===== config.mk =====
export PLATFORM = sky130hd
export DESIGN_NAME = uart_dma_req_gen
export DESIGN_NICKNAME = d
export VERILOG_FILES = /design/src/rtl/dmareq_pkg.sv /design/src/rtl/trig_level_lut.sv /design/src/rtl/cfg_watch.sv /design/src/rtl/req_flop.sv /design/src/rtl/uart_dma_req_gen.sv
export SDC_FILE = /design/constraint.sdc
export NUM_CORES = 1
export LEC_CHECK = 0
export BUFFER_PORTS_ARGS = -buffer_cell sky130_fd_sc_hd__buf_4
export CORE_AREA = 2 2 39 41
export CTS_CLUSTER_SIZE = 40
export DETAILED_ROUTE_END_ITERATION = 12
export DIE_AREA = 0 0 41 43
export PLACE_DENSITY = 0.66
export SYNTH_ARGS = -nofsm -noshare
export SYNTH_HDL_FRONTEND = slang
export SYNTH_SLANG_ARGS = --single-unit

===== constraint.sdc =====
create_clock -name clk -period 2.3 [get_ports clk]
set_clock_uncertainty 0.2 [all_clocks]
set_input_delay 0.115 -clock clk [delete_from_list [all_inputs] [get_ports clk]]
set_output_delay 0.115 -clock clk [all_outputs]
set_load 0.005 [all_outputs]

===== src/rtl/dmareq_pkg.sv =====
package dmareq_pkg;
  typedef struct packed {
    logic       deep;
    logic [1:0] trig;
    logic       mode;
    logic       wide;
  } dma_cfg_t;

  typedef enum logic {
    MODE_LEVEL  = 1'b0,
    MODE_BURST  = 1'b1
  } dma_mode_e;
endpackage


===== src/rtl/trig_level_lut.sv =====
module trig_level_lut #(
  parameter int CNT_W = 7
) (
  input  logic             deep,
  input  logic [1:0]       code,
  output logic [CNT_W-1:0] level
);
  always_comb begin
    unique case ({deep, code})
      3'b000:  level = CNT_W'(1);
      3'b001:  level = CNT_W'(4);
      3'b010:  level = CNT_W'(8);
      3'b011:  level = CNT_W'(14);
      3'b100:  level = CNT_W'(1);
      3'b101:  level = CNT_W'(16);
      3'b110:  level = CNT_W'(32);
      default: level = CNT_W'(56);
    endcase
  end
endmodule


===== src/rtl/cfg_watch.sv =====
module cfg_watch
  import dmareq_pkg::*;
(
  input  logic     clk,
  input  logic     rst,
  input  dma_cfg_t cfg,
  output logic     changed
);
  dma_cfg_t cfg_q;

  always_ff @(posedge clk) begin
    cfg_q <= cfg;
  end

  assign changed = !rst && (cfg != cfg_q);
endmodule


===== src/rtl/req_flop.sv =====
module req_flop (
  input  logic clk,
  input  logic rst,
  input  logic clear,
  input  logic set_cond,
  input  logic rel_cond,
  output logic req
);
  always_ff @(posedge clk) begin
    if (rst || clear || rel_cond) req <= 1'b0;
    else if (set_cond)            req <= 1'b1;
  end
endmodule


===== src/rtl/uart_dma_req_gen.sv =====
module uart_dma_req_gen
  import dmareq_pkg::*;
#(
  parameter int SHALLOW_DEPTH = 16,
  parameter int DEEP_DEPTH    = 64,
  parameter int CNT_W         = $clog2(DEEP_DEPTH + 1)
) (
  input  logic             clk,
  input  logic             rst,
  input  logic [CNT_W-1:0] rx_level,
  input  logic [CNT_W-1:0] tx_level,
  input  logic             rx_timeout,
  input  logic             deep_mode,
  input  logic [1:0]       rx_trig_sel,
  input  logic             dma_mode,
  input  logic             wide_xfer,
  output logic             rx_dma_req,
  output logic             tx_dma_req
);
  localparam logic [CNT_W-1:0] SHALLOW_FULL = CNT_W'(SHALLOW_DEPTH);
  localparam logic [CNT_W-1:0] DEEP_FULL    = CNT_W'(DEEP_DEPTH);

  dma_cfg_t         cfg;
  logic             cfg_changed;
  logic [CNT_W-1:0] trig_level;
  logic [CNT_W-1:0] min_bytes;
  logic [CNT_W-1:0] full_level;
  logic             rx_set, rx_rel, tx_set, tx_rel;

  assign cfg = '{deep: deep_mode, trig: rx_trig_sel, mode: dma_mode, wide: wide_xfer};

  cfg_watch u_watch (
    .clk     (clk),
    .rst     (rst),
    .cfg     (cfg),
    .changed (cfg_changed)
  );

  trig_level_lut #(.CNT_W(CNT_W)) u_lut (
    .deep  (deep_mode),
    .code  (rx_trig_sel),
    .level (trig_level)
  );

  assign min_bytes  = wide_xfer ? CNT_W'(2) : CNT_W'(1);
  assign full_level = deep_mode ? DEEP_FULL : SHALLOW_FULL;

  always_comb begin
    rx_rel = rx_level < min_bytes;
    if (dma_mode_e'(dma_mode) == MODE_LEVEL) begin
      rx_set = rx_level >= min_bytes;
      tx_rel = tx_level >= min_bytes;
    end else begin
      rx_set = (wide_xfer ? (rx_level >= min_bytes) : 1'b1)
               && ((rx_level >= trig_level) || rx_timeout);
      tx_rel = tx_level == full_level;
    end
    tx_set = tx_level == '0;
  end

  req_flop u_rx (
    .clk      (clk),
    .rst      (rst),
    .clear    (cfg_changed),
    .set_cond (rx_set),
    .rel_cond (rx_rel),
    .req      (rx_dma_req)
  );

  req_flop u_tx (
    .clk      (clk),
    .rst      (rst),
    .clear    (cfg_changed),
    .set_cond (tx_set),
    .rel_cond (tx_rel),
    .req      (tx_dma_req)
  );
endmodule


==> impl_metrics.toml <==
[run_status]
run_status = "finished clean"

[sta]
final_min_period_over_clock_period_pct = 88.0
achievable-frequency_mhz = 494
setup_violations = 0
holdWs_ps = 35.5
slew_worst_pin_ps = 411
finalMaxSlewViolations = 0
maxSlewHeadroom_pct = 71.9
finalHoldViolations = 0
crit_path_time_final_ps = 2030
fin_setup_tns_ps = 0
grt_setup_unrepaired = "no"

[layout]
fin_nets = 125
drive_above_1_share_pct = 29.3
antenna-diode-count = 0
area_delta_synth_final_pct = 58.3
final_cells = 108
final_design_area_no_fill_sq_um = 812

[grt]
first_global_vias = 488
grt_use_met2_pct = 30.0
globalRouteTotalUtil_pct = 16.3
number_of_antenna_violations_at_the_first_check_in_global_routing = 0
global_route_total_overflow = 0
m1_gr_usage_pct = 15.5
grt.busiest_layer = "met2"
global_route_wire_length_before_repair_um = 1920
grt_start_max_net_pins = 8
grt.met3_usage_pct = 3.14

[floorplanning]
num_rows = 14
initial_core_util_pct = 37.1
core_area_sq_mm = 0.00138
die-area_sq_mm = 0.00176
fp.dieW_um = 41
dieHeight_um = 43
floorplan.io_pins = 24

[worst_setup_path]
worstRegToRegCells = 4
worstSetupPathType = "in -> reg"
required_ps = 2270
r2r_slack_ps = 880
r2r-start = "u_watch.cfg_q[2]"
worst_setup_path_end_kind = "flop"
crit-reg2reg-capture = "u_tx.req"
worst-path-max-fanout = 2
worst-endpoint-arrival_ps = 1990
cp-start-kind = "input pin"

[power]
total_power_consumption_of_the_routed_design_uw = 324
power.density_mw_per_mm2 = 399
vdd.ir_drop.worst_v = 0.000195
cellLeakagePower_nw = 0.374

[routing]
drt_iter0_drc = 6
drc_markers = 0
final_antenna_net_count = 0
postRouteWirelength_um = 1280
first_pass_iters = 2
vias = 529
detail_route.vias_per_cell = 4.90
routedWlPerCell_um = 11.8

[clock_tree]
clkLatencyLatePin_ps = 240
cts_root_buf = "clkbuf_4"
tritoncts = "yes"
cts_buffer_depth = 2
clkSinkCount = 7
cts_htree_levels = 1
clkTransAtPathRegs_ps = 50
postCtsSetupBuffers = 0
cts_buffers = 3

[place]
dp_hpwl_um = 946
final_wtd_congestion = 0.788
place.detailed.instances = 96
detailed_place.area_sq_um = 706
io_buffer_count = 23

[logic_synthesis]
synth.ff_latch_count = 7
synth_async_sr_flop_share_pct = 0
post_synth.cell_area_avg_sq_um = 9.00
post_synth_inst_count = 57
synth-edff-count = 0
synth_most_common_cell = "ha_1"
synth_nets = 89
ys_top_cells_by_count = "ha_1 (10), dfxtp_1 (7), inv_1 (5)"
ys.flop_type = "dfxtp_1"
synth.yosys.seq_area_share_pct = 27.3
ys_types = 24
synth_area_leader_cell = "dfxtp_1"
synth.area.top_cells = "dfxtp_1 (27%), ha_1 (24%), xnor2_1 (6.8%)"
mappedNetlistArea_sq_um = 513
synthDominantCellAreaShare_pct = 27.3
yosysWarnings = 0

[worst_hold_path]
hold_path_depth = 3
hp-start = "rx_level[5]"
worst_hold_path_type = "in -> reg"
worstHoldEndpoint = "u_rx.req"

[flow_run]
max_cap_violations = 0
==> per-layer routing <==
layer	up-vias	share of wire, %
met5	-	0
met4	0	0.78
met3	2	4.9
met2	22	52
met1	229	43
li1	276	-
==> worst max path at each step <==
stage	start	end	slack (ps)
after floorplan	tx_level[5]	u_tx.req	710
after global placement	tx_level[5]	u_tx.req	550
after detailed placement	tx_level[5]	u_tx.req	560
after CTS	tx_level[5]	u_tx.req	270
after global routing	rx_trig_sel[0]	u_rx.req	50
final	tx_level[5]	u_tx.req	270
==> area by class of cell <==
class                   instances  area [sq um]
repair buffers                 31           253
inverters                       5          18.8
well taps                      16          20.0
flip-flops and latches          7           140
clock buffers                   4          26.3
multi-input cells              45           354
fillers                       131           572
==> registers in the layout (all words and copies together), names as in the netlist <==
register	cells
u_watch.cfg_q	5
u_tx.req	1
u_rx.req	1
==> placed cells by master, fill, tap and decap left out, drive strengths merged, types with 3 or more instances in the layout <==
cell | Yosys | layout
ha | 10 | 10
dlygate4sd3 | 0 | 8
inv | 5 | 5
buf | 0 | 23
o21ai | 3 | 3
nand2 | 4 | 4
xnor2 | 4 | 4
clkbuf | 0 | 4
dfxtp | 7 | 7
or3 | 4 | 4
==> critical path: stages <==
cell,delay (ps)
buf_4,100
or3_1,370
or3_1,330
or3_1,300
dlygate4sd3_1,570
a211oi_2,200
==> timing repair <==
| action | 4_1_cts | 5_1_grt |
|---|---|---|
| hold buffers | 8 | 0 |
| gates resized for setup | 0 | 0 |
| hold endpoints to repair | 7 | 0 |
==> power breakdown <==
| part | switching [mW] | internal (mW) |
|---|---|---|
| registers | 0.00215 | 0.127 |
| logic | 0.0346 | 0.0530 |
| clock network | 0.0418 | 0.0660 |
==> metrics by stage <==
stage,worst slack (ps),utilization (%)
floorplan,709,-
global placement,553,51.0
detailed placement,561,51.0
CTS,275,58.7
global route,46.2,58.7
finish,275,58.7
==> kinds of logic after synthesis <==
kind of cell,share of synthesized area [%]
AND/OR/NAND/NOR,19.0
AO/OA/AOI/OAI,15.1
adder cells (fa/ha/maj),24.4
flip-flops,27.3
XOR/XNOR,8.54
buffers and inverters,3.66
multiplexers,1.95
Power figures use the tool's default switching activity.
